--- config.mk ---
export PLATFORM = sky130hd
export DESIGN_NAME = rs_station
export DESIGN_NICKNAME = d
export VERILOG_FILES = /design/src/rtl/rs_pkg.sv /design/src/rtl/rs_operand_slot.sv /design/src/rtl/rs_select.sv /design/src/rtl/rs_station.sv
export SDC_FILE = /design/constraint.sdc
export NUM_CORES = 1
export LEC_CHECK = 0
export BUFFER_PORTS_ARGS = -buffer_cell sky130_fd_sc_hd__buf_2
export CELL_PAD_IN_SITES_DETAIL_PLACEMENT = 0
export CELL_PAD_IN_SITES_GLOBAL_PLACEMENT = 2
export CORE_UTILIZATION = 37
export DETAILED_ROUTE_END_ITERATION = 10
export PLACE_DENSITY = 0.86
export SLEW_MARGIN = 20
export SYNTH_ARGS = -nofsm -noshare
export SYNTH_HDL_FRONTEND = slang
export SYNTH_SLANG_ARGS = --single-unit
--- constraint.sdc ---
create_clock -name clk -period 2.2 [get_ports clk]
set_input_delay 0.44 -clock clk [delete_from_list [all_inputs] [get_ports clk]]
set_output_delay 0.44 -clock clk [all_outputs]
set_load 0.02 [all_outputs]
--- src/rtl/rs_pkg.sv ---
// Package: shared default sizes for the reservation station array.
// Assumes DATA_W >= TAG_W, so a waiting operand keeps its tag in the low bits.
package rs_pkg;
    localparam int RS_DEF_ENTRIES = 4;
    localparam int RS_DEF_TAG_W   = 3;
    localparam int RS_DEF_DATA_W  = 8;
    localparam int RS_DEF_OPC_W   = 3;
endpackage

--- src/rtl/rs_operand_slot.sv ---
// Module: one source operand of one entry.
// Holds a ready flag and a data field. When the flag is clear, the low TAG_W
// bits of the field are the producer tag. It snoops the broadcast bus while
// its entry is occupied. A load that coincides with a broadcast of its own tag
// takes the broadcast value.
module rs_operand_slot #(
    parameter int DATA_W = rs_pkg::RS_DEF_DATA_W,
    parameter int TAG_W  = rs_pkg::RS_DEF_TAG_W
) (
    input  logic              clk,
    input  logic              rst_n,
    input  logic              load,
    input  logic              load_rdy,
    input  logic [DATA_W-1:0] load_val,
    input  logic              snoop,
    input  logic              bc_valid,
    input  logic [TAG_W-1:0]  bc_tag,
    input  logic [DATA_W-1:0] bc_data,
    output logic              rdy,
    output logic [DATA_W-1:0] val
);
    logic hit_new;
    logic hit_held;

    // Tag comparators: one for the incoming operand, one for the held operand.
    always_comb begin
        hit_new  = bc_valid && (load_val[TAG_W-1:0] == bc_tag);
        hit_held = bc_valid && (val[TAG_W-1:0] == bc_tag);
    end

    // Operand register: load, same-cycle capture, or later wakeup.
    always_ff @(posedge clk) begin
        if (!rst_n) begin
            rdy <= 1'b0;
            val <= '0;
        end else if (load) begin
            if (!load_rdy && hit_new) begin
                rdy <= 1'b1;
                val <= bc_data;
            end else begin
                rdy <= load_rdy;
                val <= load_val;
            end
        end else if (snoop && !rdy && hit_held) begin
            rdy <= 1'b1;
            val <= bc_data;
        end
    end
endmodule

--- src/rtl/rs_select.sv ---
// Module: fixed-priority selector. The lowest set request bit wins.
// Gives a one-hot grant, its binary index and whether any request is set.
module rs_select #(
    parameter int N     = rs_pkg::RS_DEF_ENTRIES,
    localparam int IDX_W = (N > 1) ? $clog2(N) : 1
) (
    input  logic [N-1:0]     req,
    output logic [N-1:0]     oh,
    output logic [IDX_W-1:0] idx,
    output logic             any
);
    // Scan from entry 0 upward and keep the first request found.
    always_comb begin
        oh  = '0;
        idx = '0;
        any = 1'b0;
        for (int i = 0; i < N; i++) begin
            if (req[i] && !any) begin
                oh[i] = 1'b1;
                idx   = IDX_W'(i);
                any   = 1'b1;
            end
        end
    end
endmodule

--- src/rtl/rs_station.sv ---
// Module: top of the reservation station array.
// It allocates into the lowest free entry and wakes operands from one
// broadcast bus. Each cycle it issues the lowest ready entry. The unit is
// assumed to accept every issue, so the granted entry frees at the next edge.
module rs_station #(
    parameter int ENTRIES = rs_pkg::RS_DEF_ENTRIES,
    parameter int TAG_W   = rs_pkg::RS_DEF_TAG_W,
    parameter int DATA_W  = rs_pkg::RS_DEF_DATA_W,
    parameter int OPC_W   = rs_pkg::RS_DEF_OPC_W
) (
    input  logic              clk,
    input  logic              rst_n,
    input  logic              flush,
    input  logic              alloc_valid,
    input  logic [OPC_W-1:0]  alloc_opc,
    input  logic              alloc_src1_rdy,
    input  logic [DATA_W-1:0] alloc_src1,
    input  logic              alloc_src2_rdy,
    input  logic [DATA_W-1:0] alloc_src2,
    input  logic [TAG_W-1:0]  alloc_dst_tag,
    input  logic              bc_valid,
    input  logic [TAG_W-1:0]  bc_tag,
    input  logic [DATA_W-1:0] bc_data,
    output logic              full,
    output logic              issue_valid,
    output logic [OPC_W-1:0]  issue_opc,
    output logic [DATA_W-1:0] issue_op1,
    output logic [DATA_W-1:0] issue_op2,
    output logic [TAG_W-1:0]  issue_dst_tag
);
    localparam int IDX_W = (ENTRIES > 1) ? $clog2(ENTRIES) : 1;

    logic [ENTRIES-1:0]        busy;
    logic [ENTRIES-1:0]        rdy1;
    logic [ENTRIES-1:0]        rdy2;
    logic [ENTRIES-1:0]        ready;
    logic [ENTRIES-1:0]        free_oh;
    logic [ENTRIES-1:0]        gnt_oh;
    logic [ENTRIES-1:0]        load_oh;
    logic [IDX_W-1:0]          free_idx;
    logic [IDX_W-1:0]          gnt_idx;
    logic                      free_any;
    logic [DATA_W-1:0]         val1 [ENTRIES];
    logic [DATA_W-1:0]         val2 [ENTRIES];
    logic [OPC_W-1:0]          opc_q [ENTRIES];
    logic [TAG_W-1:0]          dst_q [ENTRIES];
    logic [ENTRIES*DATA_W-1:0] v1_flat;
    logic [ENTRIES*DATA_W-1:0] v2_flat;

    // Free-entry selector: lowest unoccupied entry takes the next allocation.
    rs_select #(.N(ENTRIES)) u_free (
        .req(~busy), .oh(free_oh), .idx(free_idx), .any(free_any)
    );

    // Issue selector: lowest entry with both operands ready is granted.
    rs_select #(.N(ENTRIES)) u_gnt (
        .req(ready), .oh(gnt_oh), .idx(gnt_idx), .any(issue_valid)
    );

    // Allocation and readiness decode.
    always_comb begin
        full    = ~free_any;
        load_oh = (alloc_valid && !flush && free_any) ? free_oh : '0;
        ready   = busy & rdy1 & rdy2;
    end

    // Occupancy: flush empties, grant frees, allocation occupies.
    always_ff @(posedge clk) begin
        if (!rst_n || flush) begin
            busy <= '0;
        end else begin
            busy <= (busy & ~gnt_oh) | load_oh;
        end
    end

    for (genvar e = 0; e < ENTRIES; e++) begin : g_entry
        // Opcode and destination tag: written only on allocation.
        always_ff @(posedge clk) begin
            if (!rst_n) begin
                opc_q[e] <= '0;
                dst_q[e] <= '0;
            end else if (load_oh[e]) begin
                opc_q[e] <= alloc_opc;
                dst_q[e] <= alloc_dst_tag;
            end
        end

        rs_operand_slot #(.DATA_W(DATA_W), .TAG_W(TAG_W)) u_src1 (
            .clk(clk), .rst_n(rst_n), .load(load_oh[e]),
            .load_rdy(alloc_src1_rdy), .load_val(alloc_src1),
            .snoop(busy[e]), .bc_valid(bc_valid), .bc_tag(bc_tag),
            .bc_data(bc_data), .rdy(rdy1[e]), .val(val1[e])
        );

        rs_operand_slot #(.DATA_W(DATA_W), .TAG_W(TAG_W)) u_src2 (
            .clk(clk), .rst_n(rst_n), .load(load_oh[e]),
            .load_rdy(alloc_src2_rdy), .load_val(alloc_src2),
            .snoop(busy[e]), .bc_valid(bc_valid), .bc_tag(bc_tag),
            .bc_data(bc_data), .rdy(rdy2[e]), .val(val2[e])
        );

        // Flattened operand views for the checker.
        assign v1_flat[e*DATA_W +: DATA_W] = val1[e];
        assign v2_flat[e*DATA_W +: DATA_W] = val2[e];
    end

    // Issue port: fields of the granted entry.
    always_comb begin
        issue_opc     = opc_q[gnt_idx];
        issue_op1     = val1[gnt_idx];
        issue_op2     = val2[gnt_idx];
        issue_dst_tag = dst_q[gnt_idx];
    end
endmodule

==> results of run 1 <==
metrics by stage:
stage / area [um^2] / power, uW
floorplan: 5837 / 2331
global route: 7207 / 4290
global placement: 6491 / 2492
finish: 7207 / 4136
detailed placement: 6491 / 2509
CTS: 7019 / 4110
power by group:
group / total, uW / switching (uW) / internal [uW]
sequential: 1960 / 36.4 / 1930
clock: 1620 / 720 / 900
combinational: 555 / 338 / 217
total: 4140 / 1090 / 3040
Yosys cell counts, types with 3 or more instances:
library cell  count
o22ai_1          34
edfxtp_1         24
nand2b_1          8
buf_4             4
buf_2            20
xnor2_4           4
nand3_1           8
xnor2_1          24
a221oi_1          8
a41oi_1          20
nand2_1          27
and3b_1           8
nor2_1           34
a31oi_1           3
nor3_1            6
a21oi_1          35
o221a_1           3
o21ai_0           7
nand4_1           4
a211oi_2          4
dfxtp_1          76
inv_1            20
and3_1            3
o31ai_1           7
mux2i_1          49
and4_1            9
buf_6             3
buf_1             5
clkbuf_1         41
a311oi_1          4
a211oi_1        100
timing repair:
item	4_1_cts	5_1_grt
pin swaps	4	11
gates cloned	2	0
setup buffers	5	4
endpoints found under the setup margin	22	22
gates resized for setup	51	46
worst max-delay path, delay by kind of cell (launching register included):
| kind | cells | cell delay (ps) |
|---|---|---|
| compound gates | 3 | 560 |
| flops | 1 | 370 |
| buf+inv | 2 | 360 |
| simple gates | 1 | 120 |
path summary, 6_finish.rpt:
check / start / end / slack [ps] / cells past startpoint
worst max-delay path: g_entry[1].u_src1.rdy$_SDFFE_PN0P_ / issue_op1[4] / -20 / 6
worst min-delay path: alloc_valid / busy[0]$_SDFF_PP0_ / 400 / 3
worst max register to register: busy[1]$_SDFF_PP0_ / g_entry[3].u_src2.val[7]$_SDFFE_PN0P_ / 310 / 6
worst min register to register: g_entry[2].u_src2.val[6]$_SDFFE_PN0P_ / g_entry[2].u_src2.val[6]$_SDFFE_PN0P_ / 490 / 2
metal layers:
layer | track usage, % | vias up | share of wire [%] | routed length (um)
li1 | - | 2520 | - | -
met1 | 33.45 | 2686 | 44 | 8551
met2 | 37.35 | 222 | 47 | 9094
met3 | 2.764 | 33 | 6.4 | 1235
met4 | 9.135 | 0 | 2.2 | 426
met5 | 0 | - | 0 | 0
placed cells by master (no fill, tap or decap), types with 4 or more instances in the layout:
| cell | synthesis | routed |
|---|---|---|
| a211oi_1 | 100 | 100 |
| dfxtp_1 | 76 | 65 |
| buf_4 | 4 | 53 |
| mux2i_1 | 49 | 49 |
| buf_2 | 20 | 43 |
| nor2_1 | 34 | 33 |
| nand2_1 | 27 | 27 |
| xnor2_1 | 24 | 24 |
| edfxtp_1 | 24 | 24 |
| a21oi_1 | 35 | 23 |
| a41oi_1 | 20 | 20 |
| o22ai_1 | 34 | 19 |
| inv_1 | 20 | 19 |
| a21oi_2 | 0 | 12 |
| o22ai_2 | 0 | 11 |
| buf_6 | 3 | 11 |
| and4_1 | 9 | 9 |
| clkbuf_16 | 0 | 9 |
| nand2b_1 | 8 | 8 |
| and3b_1 | 8 | 8 |
| a221oi_1 | 8 | 8 |
| buf_12 | 0 | 8 |
| o31ai_1 | 7 | 7 |
| nor3_1 | 6 | 6 |
| o21ai_0 | 7 | 6 |
| dfxtp_2 | 0 | 6 |
| nand3_1 | 8 | 5 |
| dfxtp_4 | 0 | 5 |
| o22ai_4 | 0 | 4 |
| nand4_1 | 4 | 4 |
| xnor2_4 | 4 | 4 |
| a211oi_2 | 4 | 4 |
| a311oi_1 | 4 | 4 |
cell type report:
| type | instances | share of cell area [%] |
|---|---|---|
| timing repair buffer | 115 | 12.45 |
| tap | 211 | 3.663 |
| inverter | 20 | 1.042 |
| multi-input combinational | 431 | 47.34 |
| clock inverter | 4 | 0.6771 |
| sequential | 100 | 31.48 |
| clock buffer | 12 | 3.351 |
registers in the layout, summed over array words and instances, names as in the netlist:
signal,flops
g_entry.u_src1.rdy,4
g_entry.u_src2.rdy,4
busy,4
dst_q,12
g_entry.u_src2.val,32
g_entry.u_src1.val,32
opc_q,12
logic make-up after synthesis:
kind of cell	synth area share, %
AOI/OAI and AO/OA	28.10
buffers and inverters	7.138
muxes	8.789
xor gates and xnor gates	6.045
and+or+nand+nor	11.51
DFF	38.41
==> reports/results.ini, run 1 <==
[status]
status=complete, but fails checks
violations=negative setup slack

[logic_synthesis]
syn_nets=665
synth_area_leader_cell=dfxtp_1
synthCells=625
synthDominantCellAreaShare_pct=26.07
synth_area_leaders=dfxtp_1 (26%), a211oi_1 (13%), edfxtp_1 (12%), mux2i_1 (8.4%), o22ai_1 (3.6%)
synth.avg_cell_area_um2=9.339
synth_ff_type=dfxtp_1
yosysWarnings=0
synth_seq_cells=100
seq_area_frac_synth_pct=38.41
syn_area_um2=5837
yosysUniqueCellTypes=46
synthArstFlopShare_pct=0
synth_edf_count=24

[cells_and_area]
utilization_pct=47.06
register_area_um2=2268
multiInputGateArea_um2=3412
final_cells=893
diodes=0
n_fill_cell=1465
drive_gt1_share_pct=28.59
nNetsFinal=717
area_growth_pct=23.47

[grt]
grt_first_pass_wirelength_um=29290
grt_max_degree=66
antenna_found_initial=0
grt_pass1_vias=5171
overflow=0
grt_usage_pct=23.80

[clock_network]
clock-sinks=100
clk_pin_slew_ps=70
numCtsBuffers=9
clock_latency_ps=360
cts_buffer_depth=2
cts_tree=done
htreeDepth=3
postCtsHoldBufs=0
cts_root_buffer=clkbuf_16

[critical_path]
arrival_ps=1780
slowest_delay_ps=370
worstSetupPathType=flip-flop to primary output
crit_path_end_kind=primary output
critPathSlowestCell=dfxtp_4
path_cells=nand3_4 -> a31oi_4 -> buf_12 -> o22ai_4 -> a21oi_2 -> buf_4
required_ps=1760
worst_setup_path_start_kind=flip-flop
path_max_fanout=7

[drt]
post_drt_via_cell_ratio=6.115
wirelength_um=19310
ant_nets=0
vias=5461
dr.first_iter.drc_count=527
wire_per_inst_um=21.62
first_pass_iters=5
drcViolationCount=0

[placement]
routabilityCongestion=0.8272
portBuffers=63
placedCellCount=868
hpwl_um=12590
place_ws_ps=54.65

[floorplanning]
die_w_um=127.6
core_area_um2=15310
die_h_um=127.6
initial_core_util_pct=38.11
rows=45
design.die.area_um2=16280
boundaryPins=64

[timing]
maxSlewHeadroom_pct=63.98
final.period_utilization_pct=100.9
hold_slack_ps=395.5
worst_slack_ps=-19.27
worstMarginPinSlew_ps=533.3
finClkSkew_ps=8.784
max_freq_ghz=0.4506
setup_tns_ps=-67.39
finalSetupViolCount=7
hold_viol=0
slew_viol_final=0
rsz0062_at_grt=yes
fin_crit_ps=2219

[power_and_ir_drop]
ir_worst_vdd_mv=0.3159
power.density_nw_per_um2=573.9
leakage_uw=0.002597

[run]
cap_violations=0

[hold_path]
hold_path.class=input pin to flip-flop

No activity file was read; power rests on OpenSTA's default activity.
==> inputs of run 2 (changes only) <==
--- a/config.mk
+++ b/config.mk
@@ -11,6 +11,7 @@
 export CORE_UTILIZATION = 37
 export DETAILED_ROUTE_END_ITERATION = 10
 export PLACE_DENSITY = 0.86
+export RECOVER_POWER = 50
 export SLEW_MARGIN = 20
 export SYNTH_ARGS = -nofsm -noshare
 export SYNTH_HDL_FRONTEND = slang
==> run 2 against run 1 <==
The run still ends with negative setup slack left; final area about the same; clock-buffer cell count unchanged; critical path depth did not move; non-clock buffer count did not move; hold slack better by 6.9 ps; sequential power is essentially flat; die area is the same; clock power barely moved; via count up 0.33%.
==> reports/results.ini, run 2 (same netlist as run 1, synthesis figures left out) <==
[grt]
grt_usage_pct=23.80
grt_max_degree=66
grt_pass1_vias=5171
antenna_found_initial=0
overflow=0
grt_first_pass_wirelength_um=29290

[timing]
hold_viol=0
hold_slack_ps=402.4
finalSetupViolCount=11
setup_tns_ps=-63.26
slew_viol_final=0
fin_crit_ps=2223
worst_slack_ps=-23.37
final.period_utilization_pct=101.1
rsz0062_at_grt=yes
maxSlewHeadroom_pct=26.89
worstMarginPinSlew_ps=1097
max_freq_ghz=0.4498
finClkSkew_ps=8.165

[critical_path]
critPathSlowestCell=dfxtp_4
crit_path_end_kind=primary output
path_cells=nand3_4 -> a31oi_4 -> buf_6 -> o22ai_2 -> a21oi_2 -> buf_4
slowest_delay_ps=370
path_max_fanout=6
arrival_ps=1780
worst_setup_path_start_kind=flip-flop
required_ps=1760
worstSetupPathType=flip-flop to primary output

[cells_and_area]
fin_area_um2=7206
drive_gt1_share_pct=28.45
reg_top3=g_entry.u_src1.val x32, g_entry.u_src2.val x32
nNetsFinal=717
n_fill_cell=1463
diodes=0
final_cell_mix=a211oi_1 (100), dfxtp_1 (65), buf_4 (53), mux2i_1 (49), buf_2 (42)
area_growth_pct=23.45
register_area_um2=2268
multiInputGateArea_um2=3412
final_common_cell=a211oi_1

[drt]
vias=5479
post_drt_via_cell_ratio=6.135
wire_per_inst_um=21.66
wirelength_um=19350
first_pass_iters=5
drcViolationCount=0
ant_nets=0
dr.first_iter.drc_count=533

[floorplanning]
rows=45
die_w_um=127.6
initial_core_util_pct=38.11
core_area_um2=15310
boundaryPins=64
die_h_um=127.6
design.die.area_um2=16280

[power_and_ir_drop]
ir_worst_vdd_mv=0.3163
finalPower_uw=4135
power.density_nw_per_um2=573.9
leakage_uw=0.002594

[hold_path]
hold_path.class=input pin to flip-flop

[clock_network]
clock_latency_ps=360
clock-sinks=100
htreeDepth=3
cts_buffer_depth=2
cts_tree=done
numCtsBuffers=9
clk_pin_slew_ps=70
cts_root_buffer=clkbuf_16

[placement]
hpwl_um=12590
place_area_um2=6491
routabilityCongestion=0.8272
portBuffers=63

[status]
violations=negative setup slack
status=complete, but fails checks

[run]
cap_violations=0

run 2: worst max-delay path: cells and delay by family, from the launching register on:
family	cells	cell delay, ps
AOI/OAI and AO/OA	3	550
DFF	1	370
buffers and inverters	2	370
and+or+nand+nor	1	120
run 2: timing repair:
item,in CTS,in global routing
hold buffers,0,0
endpoints found under the setup margin,22,22
cloned,2,0
setup buffers,5,4
pin swaps,4,11
resized for setup,51,46
run 2: path summary, 6_finish.rpt:
| kind | from | end | slack, ps | cells after the start |
|---|---|---|---|---|
| worst max-delay path | g_entry[1].u_src1.rdy$_SDFFE_PN0P_ | issue_op1[6] | -20 | 6 |
| worst min-delay path | alloc_valid | busy[0]$_SDFF_PP0_ | 400 | 3 |
| worst max register to register | busy[1]$_SDFF_PP0_ | g_entry[3].u_src2.val[7]$_SDFFE_PN0P_ | 310 | 6 |
| worst min register to register | g_entry[2].u_src2.val[6]$_SDFFE_PN0P_ | g_entry[2].u_src2.val[6]$_SDFFE_PN0P_ | 490 | 2 |
run 2: final cells by class:
cell class,instances,area share (%)
Clock buffer,12,3.351
Clock inverter,4,0.6772
Inverter,20,1.042
Multi-Input combinational cell,431,47.35
Sequential cell,100,31.48
Tap cell,211,3.664
Timing Repair Buffer,115,12.43
run 2: power breakdown:
part | internal, uW | total, uW | switching, uW | leakage (uW)
sequential | 1930 | 1960 | 36.3 | 0.000873
combinational | 217 | 555 | 338 | 0.00158
clock | 900 | 1620 | 719 | 0.000143
run 2: per-layer routing:
metal	vias to the layer above	share of wire [%]	global-route usage, %
met5	-	0	0
met4	0	2.4	9.135
met3	37	6.1	2.764
met2	218	47	37.35
met1	2705	45	33.45
li1	2519	-	-
run 2: metrics by stage:
| stage | setup slack [ps] | util (%) | std cells |
|---|---|---|---|
| after detailed placement | 54.65 | 42.39 | 868 |
| after floorplan | 133.3 | - | 625 |
| after CTS | -10.32 | 45.83 | 891 |
| final | -23.37 | 47.05 | 893 |
| after global routing | -75.65 | 47.05 | 893 |
| after global placement | 64.91 | 42.39 | 868 |
